<file path="src/rtl/pos_pkg.sv">
package pos_pkg;
  parameter int unsigned COARSE_W_DEF = 13;
  parameter int unsigned FINE_W_DEF   = 4;
  parameter int unsigned SYNC_N_DEF   = 2;
endpackage

</file>
<file path="src/rtl/zero_req_edge.sv">
// Synchronize the active-low zero request and emit one pulse per falling edge.
module zero_req_edge #(
  parameter int unsigned SYNC_N = 2
) (
  input  logic clk_i,
  input  logic rst_ni,
  input  logic req_ni,
  output logic fall_o
);
  // Stages 0..SYNC_N-1 form the synchronizer; stage SYNC_N holds the previous value.
  logic [SYNC_N:0] sync_q;

  always_ff @(posedge clk_i or negedge rst_ni) begin
    if (!rst_ni) sync_q <= '1;
    else         sync_q <= {sync_q[SYNC_N-1:0], req_ni};
  end

  assign fall_o = sync_q[SYNC_N] & ~sync_q[SYNC_N-1];
endmodule

</file>
<file path="src/rtl/pos_rel_calc.sv">
// Remove the zero point, apply the direction, and register the binary result.
module pos_rel_calc #(
  parameter int unsigned POS_W = 17
) (
  input  logic             clk_i,
  input  logic             rst_ni,
  input  logic             valid_i,
  input  logic [POS_W-1:0] raw_i,
  input  logic             fall_i,
  input  logic             dir_inv_i,
  output logic [POS_W-1:0] bin_o,
  output logic             valid_o,
  output logic             capture_o,
  output logic [POS_W-1:0] preset_o
);
  logic             pending_q;
  logic [POS_W-1:0] preset_q;
  logic [POS_W-1:0] preset_eff;
  logic [POS_W-1:0] rel;
  logic [POS_W-1:0] dir_pos;

  assign capture_o  = valid_i & (pending_q | fall_i);
  assign preset_eff = capture_o ? raw_i : preset_q;
  assign rel        = raw_i - preset_eff;
  assign dir_pos    = dir_inv_i ? ('0 - rel) : rel;
  assign preset_o   = preset_q;

  always_ff @(posedge clk_i or negedge rst_ni) begin
    if (!rst_ni) begin
      pending_q <= 1'b0;
      preset_q  <= '0;
      bin_o     <= '0;
      valid_o   <= 1'b0;
    end else begin
      pending_q <= (pending_q | fall_i) & ~valid_i;
      valid_o   <= valid_i;
      if (capture_o) preset_q <= raw_i;
      if (valid_i)   bin_o    <= dir_pos;
    end
  end
endmodule

</file>
<file path="src/rtl/gray_enc_stage.sv">
// Registered binary-to-Gray conversion.
module gray_enc_stage #(
  parameter int unsigned W = 17
) (
  input  logic         clk_i,
  input  logic         rst_ni,
  input  logic         valid_i,
  input  logic [W-1:0] bin_i,
  output logic [W-1:0] gray_o,
  output logic         valid_o
);
  logic [W-1:0] gray_d;

  for (genvar i = 0; i < W; i++) begin : g_bit
    if (i == W - 1) begin : g_top
      assign gray_d[i] = bin_i[i];
    end else begin : g_low
      assign gray_d[i] = bin_i[i] ^ bin_i[i+1];
    end
  end

  always_ff @(posedge clk_i or negedge rst_ni) begin
    if (!rst_ni) begin
      gray_o  <= '0;
      valid_o <= 1'b0;
    end else begin
      valid_o <= valid_i;
      if (valid_i) gray_o <= gray_d;
    end
  end
endmodule

</file>
<file path="src/rtl/pos_offset_dir.sv">
module pos_offset_dir
  import pos_pkg::*;
#(
  parameter int unsigned COARSE_W = COARSE_W_DEF,
  parameter int unsigned FINE_W   = FINE_W_DEF,
  parameter int unsigned SYNC_N   = SYNC_N_DEF,
  localparam int unsigned POS_W   = COARSE_W + FINE_W
) (
  input  logic                clk_i,
  input  logic                rst_ni,
  input  logic [COARSE_W-1:0] coarse_i,
  input  logic [FINE_W-1:0]   fine_i,
  input  logic                valid_i,
  input  logic                zero_req_ni,
  input  logic                dir_inv_i,
  output logic [POS_W-1:0]    gray_o,
  output logic                valid_o
);
  logic             zero_fall;
  logic             capture;
  logic [POS_W-1:0] preset;
  logic [POS_W-1:0] bin;
  logic             bin_vld;

  zero_req_edge #(.SYNC_N(SYNC_N)) u_edge (
    .clk_i  (clk_i),
    .rst_ni (rst_ni),
    .req_ni (zero_req_ni),
    .fall_o (zero_fall)
  );

  pos_rel_calc #(.POS_W(POS_W)) u_rel (
    .clk_i     (clk_i),
    .rst_ni    (rst_ni),
    .valid_i   (valid_i),
    .raw_i     ({coarse_i, fine_i}),
    .fall_i    (zero_fall),
    .dir_inv_i (dir_inv_i),
    .bin_o     (bin),
    .valid_o   (bin_vld),
    .capture_o (capture),
    .preset_o  (preset)
  );

  gray_enc_stage #(.W(POS_W)) u_gray (
    .clk_i   (clk_i),
    .rst_ni  (rst_ni),
    .valid_i (bin_vld),
    .bin_i   (bin),
    .gray_o  (gray_o),
    .valid_o (valid_o)
  );
endmodule

</file>
<file path="config.mk">
export PLATFORM = sky130hd
export DESIGN_NAME = pos_offset_dir
export DESIGN_NICKNAME = d
export VERILOG_FILES = /design/src/rtl/pos_pkg.sv /design/src/rtl/zero_req_edge.sv /design/src/rtl/pos_rel_calc.sv /design/src/rtl/gray_enc_stage.sv /design/src/rtl/pos_offset_dir.sv
export SDC_FILE = /design/constraint.sdc
export NUM_CORES = 1
export LEC_CHECK = 0
export ABC_CLOCK_PERIOD_IN_PS = 5500
export BUFFER_PORTS_ARGS = -buffer_cell sky130_fd_sc_hd__buf_2
export CAP_MARGIN = 40
export CORE_UTILIZATION = 38
export CTS_CLUSTER_DIAMETER = 150
export DETAILED_ROUTE_END_ITERATION = 8
export GPL_ROUTABILITY_DRIVEN = 0
export PLACE_DENSITY = 0.61
export SLEW_MARGIN = 20
export SYNTH_ARGS = -nofsm -noshare
export SYNTH_HDL_FRONTEND = slang
export SYNTH_SLANG_ARGS = --single-unit
</file>
<file path="constraint.sdc">
create_clock -name clk_i -period 5.5 [get_ports clk_i]
set_input_delay 0 -clock clk_i [delete_from_list [all_inputs] [get_ports clk_i]]
set_output_delay 0 -clock clk_i [all_outputs]
set_load 0.005 [all_outputs]
</file>
=== After elaboration in Yosys (flattened, before gate mapping) ===
Cells that the tools add are included.

* Add/sub/neg operators: 2
* Multiplexer cells: 2
* Bitwise operators: 22

{| class="wikitable"
|+ Operator list
! operator !! number
|-
| 2-to-1 mux 17 bit || 2
|-
| subtractor 1 x 17 -> 17 bit, first input constant || 1
|-
| subtractor 17 bit || 1
|-
| bitwise XOR 1 bit || 16
|-
| AND 1 bit || 3
|-
| inverter 1 bit || 2
|-
| OR 1 bit || 1
|}

* Flip-flop bits (word level): 57
* Output and inout bits: 18
* Logic and storage cells: 33

=== Depth between registers and ports, before layout ===
Gate-level depths: netlist (run 1).

* Depth after elaboration: 8
* Depth in mapped cells: 19

=== By module ===
Synthesis (run 1) repeated with hierarchy kept, for this count alone.

* Cells, all modules: 446
* Area, all modules: 3997.6 um^2

{| class="wikitable"
|+ Modules (own cells, without submodules)
! module !! times used !! cells an instance !! area each (um^2) !! sequential area each (um^2)
|-
| pos_rel_calc || 1 || 371 || 3011.6 || 900.9
|-
| gray_enc_stage || 1 || 71 || 893.4 || 450.4
|-
| zero_req_edge || 1 || 4 || 92.6 || 78.8
|}

=== Worst setup path after synthesis (run 1) ===
Ideal clock, no wire load.

* Path kind: register to register
* Start point: register u_edge.sync_q[1]
* End point: register u_rel.bin_o[16]
* Library setup time: 0.131 ns
* Arrival: 4.419 ns
* Required time: 5.369 ns
* Slack: 0.949 ns
* Cell stages (with the launch flop): 19
* Clock period less this slack: 4.551 ns
* Cells stage by stage: dfstp_2 and2b_1 o21ai_1 buf_2 buf_2 clkbuf_1 nand2_1 o21ai_0 ha_1 nand2b_1 a21boi_1 a32oi_2 o211ai_2 a2111o_1 a31oi_4 nand4b_4 or4_4 o31ai_1 nand3_1

* Cells in the longest elaborated chain, start to end: 8

{| class="wikitable"
|+ RTL lines
! item !! RTL line !! text
|-
| start: declaration || zero_req_edge.sv:11 || <nowiki>logic [SYNC_N:0] sync_q;</nowiki>
|-
| start signal: assignment || zero_req_edge.sv:15 || <nowiki>else sync_q <= {sync_q[SYNC_N-1:0], req_ni};</nowiki>
|-
| inverter 1 bit * || zero_req_edge.sv:18 || <nowiki>assign fall_o = sync_q[SYNC_N] & ~sync_q[SYNC_N-1];</nowiki>
|-
| AND 1 bit * || zero_req_edge.sv:18 ||
|-
| OR 1 bit * || pos_rel_calc.sv:22 || <nowiki>assign capture_o = valid_i & (pending_q | fall_i);</nowiki>
|-
| AND 1 bit * || pos_rel_calc.sv:22 ||
|-
| 2-to-1 mux 17 bit * || pos_rel_calc.sv:23 || <nowiki>assign preset_eff = capture_o ? raw_i : preset_q;</nowiki>
|-
| net u_rel.preset_eff[0] || pos_rel_calc.sv:18 || <nowiki>logic [POS_W-1:0] preset_eff;</nowiki>
|-
| subtractor 17 bit * || pos_rel_calc.sv:24 || <nowiki>assign rel = raw_i - preset_eff;</nowiki>
|-
| subtractor 1 x 17 -> 17 bit || pos_rel_calc.sv:25 || <nowiki>assign dir_pos = dir_inv_i ? ('0 - rel) : rel;</nowiki>
|-
| 2-to-1 mux 17 bit * || pos_rel_calc.sv:25 ||
|-
| end signal: assignment || pos_rel_calc.sv:38 || <nowiki>if (valid_i) bin_o <= dir_pos;</nowiki>
|-
| end: declaration || pos_rel_calc.sv:11 || <nowiki>output logic [POS_W-1:0] bin_o,</nowiki>
|}

The timed path passes the listed nets; every way through them passes the cells marked *.
A chain may end at the register's enable or synchronous reset.

=== Worst setup path after layout (run 1) ===
* Start point: register u_edge.sync_q[1]
* End point: register u_rel.bin_o[14]

The elaborated chain is that of the path after synthesis.

==> out/metrics.cfg, run 1 <==
[status]
outcome = completed

[cells_and_area]
drive_gt1_frac = 0.159
fin_area_um2 = 4680
syn_to_final_growth_pct = 18.8
num_antenna_cells = 0
nets = 541

[timing]
tns_ns = 0
rsz0062_at_grt = no
relSlewSlack = 0.523
worst_pin_slew_ns = 0.715
fmax_ghz = 0.236
finalHoldViolCount = 0
fin_worst_skew_ns = 0.0112
period_share = 0.771
final_max_slew_viol_count = 0
setup_viol = 0
period_needed_ns = 4.24

[critical_path]
reg2reg_from = u_edge.sync_q[1]
reg2reg_slack_ns = 1.26
r2r-end = u_rel.bin_o[14]
worstSetupStartpointType = flip-flop
cp_data_required_time_ns = 5.71
critPathMaxFanout = 8
rr_worst_depth = 15
path_class = flip-flop to flip-flop
end_kind = flip-flop
arrival_ns = 4.45

[clock_network]
cts_resized = 0
cts_inserted_buffers = 9
cts_tree = built
cts.sinks = 57
clock_latency_ns = 0.35
hold_buffers = 18
post_cts_buffers = 0
h-tree-depth = 3
clk_path_buf_depth = 2
clk_pin_slew_worst_paths_ns = 0.08
cts-root-buf = clkbuf_8

[placed_design]
dpl_cell_area_um2 = 4270
numPortBuffers = 39
hpwl_um = 6210

[grt]
grt_pass1_vias = 3314
grt_start_max_net_pins = 58
antenna_found_initial = 0
overflow = 0
grt.total_usage = 0.173
grt_pass1_wl_um = 15300

[floorplan]
fp.dieH_um = 104
io-pin-count = 40
die_area_um2 = 10800
core_um2 = 9910
die_w_um = 104
std_cell_rows = 36
initial_core_util = 0.398

[synth]
synthFlopType = dfrtp_1
synthCells = 453
synth_edf_count = 0
netlist-cell-type-count = 64
yosysSeqAreaShare = 0.363
yosysWarnings = 0
ys_ff_latch = 57
syn_area_per_cell_um2 = 8.70
syn_nets = 484
ys_async_sr_fraction = 1.00
netlist_area_um2 = 3940

[min_path]
holdPathStages = 3
hp-class = input port to flip-flop
hold_end = u_rel.bin_o[12]
min_from = dir_inv_i

[pwr]
peakVddDrop_mv = 0.176
p_leak_nw = 1.98
clockPowerShare = 0.238
p_comb_frac = 0.415
sw_frac_of_total = 0.373
power_density_nw_per_um2 = 407
intPower_mw = 1.19
fin_total_pwr_mw = 1.90
seq_power_share = 0.347
p_sw_mw = 0.710

[routing]
drt_wl_total_um = 8520
first_pass_iters = 5
drc = 0
detail_route.wl_per_cell_um = 13.1
drt_iter0_drc = 188
vias = 3366
ant_nets = 0
viasPerCell = 5.19

[run]
drv_cap = 0

-- worst max-delay path by stage --
stage,slack (ns),depth (start not counted),start,endpoint
6_report,1.26,15,u_edge.sync_q[1],u_rel.bin_o[14]
5_1_grt,0.87,15,u_edge.sync_q[1],u_rel.bin_o[14]
4_1_cts,1.25,15,u_edge.sync_q[1],u_rel.bin_o[14]
3_5_place_dp,1.29,15,u_edge.sync_q[1],u_rel.bin_o[14]
3_3_place_gp,1.46,15,u_edge.sync_q[1],u_rel.bin_o[16]
2_1_floorplan,0.95,18,u_edge.sync_q[1],u_rel.bin_o[16]
-- registers in the layout (all words and copies together) (netlist names) --
name / cells
u_gray.gray_o: 17
u_edge.sync_q: 3
u_rel.valid_o: 1
u_gray.valid_o: 1
u_rel.bin_o: 17
u_rel.pending_q: 1
u_rel.preset_o: 17
-- layout make-up --
| cell class | count | area, um^2 |
|---|---|---|
| clock buffer | 9 | 124 |
| clock inverter | 7 | 101 |
| fill | 1011 | 5230 |
| inverter | 23 | 86.3 |
| multi-input combinational | 357 | 2360 |
| sequential | 57 | 1430 |
| tap | 133 | 166 |
| timing repair buffer | 62 | 409 |
-- power groups by stage --
stage,registers (mW),logic [mW],clock network (mW)
floorplan,0.662,0.583,0
global placement,0.666,0.767,0
detailed placement,0.672,0.777,0
CTS,0.664,0.791,0.469
global route,0.684,0.895,0.489
finish,0.662,0.790,0.453
-- metal layers --
layer | global-route usage | part of all wire | vias to the layer above | routed length [um]
met5 | 0 | 0 | - | 0
met4 | 0.0602 | 0.010 | 0 | 85
met3 | 0.0345 | 0.041 | 6 | 349
met2 | 0.273 | 0.45 | 66 | 3830
met1 | 0.235 | 0.50 | 1570 | 4250
li1 | - | - | 1724 | -
-- through the flow --
| stage | util | hold slack (ns) | worst slack (ns) | std cells |
|---|---|---|---|---|
| after floorplan | - | -0.296 | 0.949 | 453 |
| after CTS | 0.472 | 0.0497 | 1.25 | 647 |
| final | 0.472 | 0.0711 | 1.26 | 648 |
| after detailed placement | 0.431 | 0.112 | 1.29 | 613 |
| after global routing | 0.472 | 0.0790 | 0.874 | 648 |
| after global placement | 0.431 | 0.111 | 1.46 | 613 |
-- synthesized netlist by cell type (4+ instances only) --
cell	count	area, um^2
a211oi_1	4	30.0
a21o_1	5	37.5
a21oi_1	34	170
a31oi_1	5	31.3
and3_1	4	25.0
buf_2	4	20.0
clkbuf_1	11	41.3
dfrtp_1	54	1350
ha_1	9	113
inv_1	23	86.3
maj3_1	6	60.1
mux2_2	7	78.8
mux2i_1	6	60.1
nand2_1	44	165
nand2b_1	16	100
nand3_1	9	45.0
nand3b_1	4	30.0
nand4_1	7	43.8
nor2_1	41	154
nor2b_1	15	93.8
nor3_1	8	40.0
nor4_1	4	25.0
o211ai_1	6	45.0
o21a_1	5	37.5
o21ai_0	21	105
o21ai_1	4	20.0
xnor2_1	33	289
xor2_1	11	96.3
-- worst max-delay path: stages (launching register included) --
cell and delay, ns:
dfstp_2 0.54, and2b_1 0.23, o21ai_2 0.30, nand2_1 0.08, o21ai_0 0.15, ha_1 0.29, nand2b_1 0.09, a21boi_1 0.14
a32oi_2 0.23, o211ai_2 0.21, a2111o_1 0.46, a31oi_4 0.28, nand4b_4 0.16, or4_4 0.58, o2111ai_1 0.21, o221ai_1 0.14
-- cell families (layout without fill, tap and decap cells) --
logic type               Yosys count  in the layout  share of synthesized area
multiplexers                      13             13                     0.0352
adder cells (fa/ha/maj)           16             16                     0.0467
buffers and inverters             39            101                     0.0394
XOR/XNOR                          44             44                     0.0977
AND/OR/NAND/NOR                  166            166                      0.214
AO/OA/AOI/OAI                    118            118                      0.205
flip-flops                        57             57                      0.363
-- layout by cell type, fill, tap and decap left out, drive strengths merged, types with 15 or more instances in the layout --
master	netlist	layout
a21oi	34	34
buf	4	43
dfrtp	54	54
dlygate4sd3	0	18
inv	23	25
nand2	44	44
nand2b	16	16
nor2	41	41
nor2b	15	15
o21ai	25	25
xnor2	33	33
Power figures use the tool's default switching activity.
==> run 2: changes to the inputs <==
--- a/config.mk
+++ b/config.mk
@@ -5,7 +5,7 @@
 export SDC_FILE = /design/constraint.sdc
 export NUM_CORES = 1
 export LEC_CHECK = 0
-export ABC_CLOCK_PERIOD_IN_PS = 5500
+export ABC_CLOCK_PERIOD_IN_PS = 3950
 export BUFFER_PORTS_ARGS = -buffer_cell sky130_fd_sc_hd__buf_2
 export CAP_MARGIN = 40
 export CORE_UTILIZATION = 38
==> constraint.sdc (replaced) <==
create_clock -name clk_i -period 3.95 [get_ports clk_i]
set_input_delay 0 -clock clk_i [delete_from_list [all_inputs] [get_ports clk_i]]
set_output_delay 0 -clock clk_i [all_outputs]
set_load 0.005 [all_outputs]
==> out/metrics.cfg, run 2 (synthesis gave the netlist of run 1 again) <==
[floorplan]
core_um2 = 9910
io-pin-count = 40
die_area_um2 = 10800
initial_core_util = 0.398
std_cell_rows = 36
fp.dieH_um = 104
die_w_um = 104

[cells_and_area]
fin_cells = 660
nFillCells = 982
syn_to_final_growth_pct = 22.1
mostFrequentLayoutCells = dfrtp_1 (54), nand2_1 (44), nor2_1 (41)
final_common_cell = dfrtp_1
nets = 553
num_antenna_cells = 0
drive_gt1_frac = 0.201

[min_path]
holdPathStages = 3
hold_end = u_rel.preset_o[0]
hp-class = input port to flip-flop
min_from = fine_i[0]

[routing]
vias = 3430
ant_nets = 0
detail_route.wl_per_cell_um = 13.5
first_pass_iters = 5
drt_wl_total_um = 8900
top_layer = met4
wl_met1_um = 4460
met2_length_um = 3990
drc = 0
drt_iter0_drc = 155
wl_met3_um = 313
viasPerCell = 5.20

[timing]
worst_pin_slew_ns = 0.585
rsz0062_at_grt = yes
period_share = 0.947
holdWs_ns = 0.0105
finalHoldViolCount = 0
setup_viol = 0
tns_ns = 0
fmax_ghz = 0.267
relSlewSlack = 0.607
final_max_slew_viol_count = 0
period_needed_ns = 3.74
fin_worst_skew_ns = 0.0129

[critical_path]
arrival_ns = 3.94
end_kind = flip-flop
critPathMaxFanout = 6
cp_data_required_time_ns = 4.15
path_class = flip-flop to flip-flop
worstSetupStartpointType = flip-flop
rr_worst_depth = 15
reg2reg_slack_ns = 0.21
reg2reg_from = u_edge.sync_q[1]
crit_start = u_edge.sync_q[1]
r2r-end = u_rel.bin_o[14]

[clock_network]
clock_latency_ns = 0.34
cts_tree = built
cts_inserted_buffers = 9
cts-root-buf = clkbuf_8
h-tree-depth = 3
cts.sinks = 57
clk_path_buf_depth = 2
clk_pin_slew_worst_paths_ns = 0.08

[grt]
antenna_found_initial = 0
overflow = 0
grt.total_usage = 0.174
grt_start_max_net_pins = 37
grt_pass1_vias = 3275
grt_pass1_wl_um = 15400

[placed_design]
hpwl_um = 6450
numPortBuffers = 39
dpl.cell_count = 624

[pwr]
intPower_mw = 1.60
p_sw_mw = 0.993
p_comb_frac = 0.454
sw_frac_of_total = 0.383
power_density_nw_per_um2 = 539
clockPowerShare = 0.190
seq_power_share = 0.356
p_leak_nw = 2.05
fin_total_pwr_mw = 2.59
peakVddDrop_mv = 0.216

[status]
outcome = completed

[run]
drv_cap = 0

[run 2: cell count changes in the layout (fill, tap and decap cells not counted), sizes merged]
| cell | change |
|---|---|
| buf | +12 |
| clkinvlp | -1 |
| clkbuf | +1 |
| clkinv | +3 |
| inv | -2 |
| dlygate4sd3 | +1 |
| bufinv | -2 |
[run 2: worst max path at each step]
stage,end,cells after the start,slack (ns)
after floorplan,u_rel.bin_o[14],18,-0.009
after global placement,u_rel.bin_o[16],15,0.29
after detailed placement,u_rel.bin_o[16],15,0.11
after CTS,u_rel.bin_o[16],16,0.09
after global routing,u_rel.bin_o[16],16,-0.008
final,u_rel.bin_o[14],15,0.21
[run 2: what timing repair did]
item	4_1_cts	5_1_grt
buffers inserted	0	1
endpoints found under the setup margin	0	8
resized for setup	0	10
hold endpoints to repair	39	0
hold buffers	19	0
[run 2: per-layer routing]
layer / vias up / track usage
met1: 1585 / 0.235
met3: 13 / 0.0320
met5: - / 0
li1: 1748 / -
met2: 84 / 0.276
met4: 0 / 0.0673
[run 2: stage by stage]
stage | setup WS, ns | util | area, um^2
floorplan | -0.00928 | - | 3990
global placement | 0.294 | 0.441 | 4370
detailed placement | 0.115 | 0.442 | 4380
CTS | 0.0919 | 0.479 | 4750
global route | -0.00798 | 0.486 | 4810
finish | 0.210 | 0.486 | 4810
[run 2: power groups by stage]
stage          logic (mW)  registers, mW  clock network, mW
6_report             1.18          0.924              0.492
5_1_grt              1.32          0.956              0.539
4_1_cts              1.15          0.927              0.510
3_5_place_dp         1.13          0.939                  0
3_3_place_gp         1.11          0.931                  0
2_1_floorplan       0.820          0.923                  0
[run 2: layout make-up]
type	count	area [um^2]	area share
clock buffers	11	141	0.0294
clock inverters	5	31.3	0.00650
flip-flops and latches	57	1430	0.297
repair buffers	74	513	0.107
well taps	133	166	0.0346
inverters	23	86.3	0.0179
multi-input cells	357	2440	0.508
[run 2: worst max-delay path, stage by stage (launching register included)]
cell and delay, ns:
dfstp_2 0.54, and2b_2 0.26, o21ai_4 0.19, nand2_1 0.10, o21ai_2 0.09, ha_2 0.25
nand2b_1 0.08, a21boi_1 0.14, a32oi_2 0.18, o211ai_2 0.16, a2111o_1 0.43, a31oi_4 0.25
nand4b_4 0.16, or4_4 0.47, o2111ai_2 0.18, o221ai_1 0.13
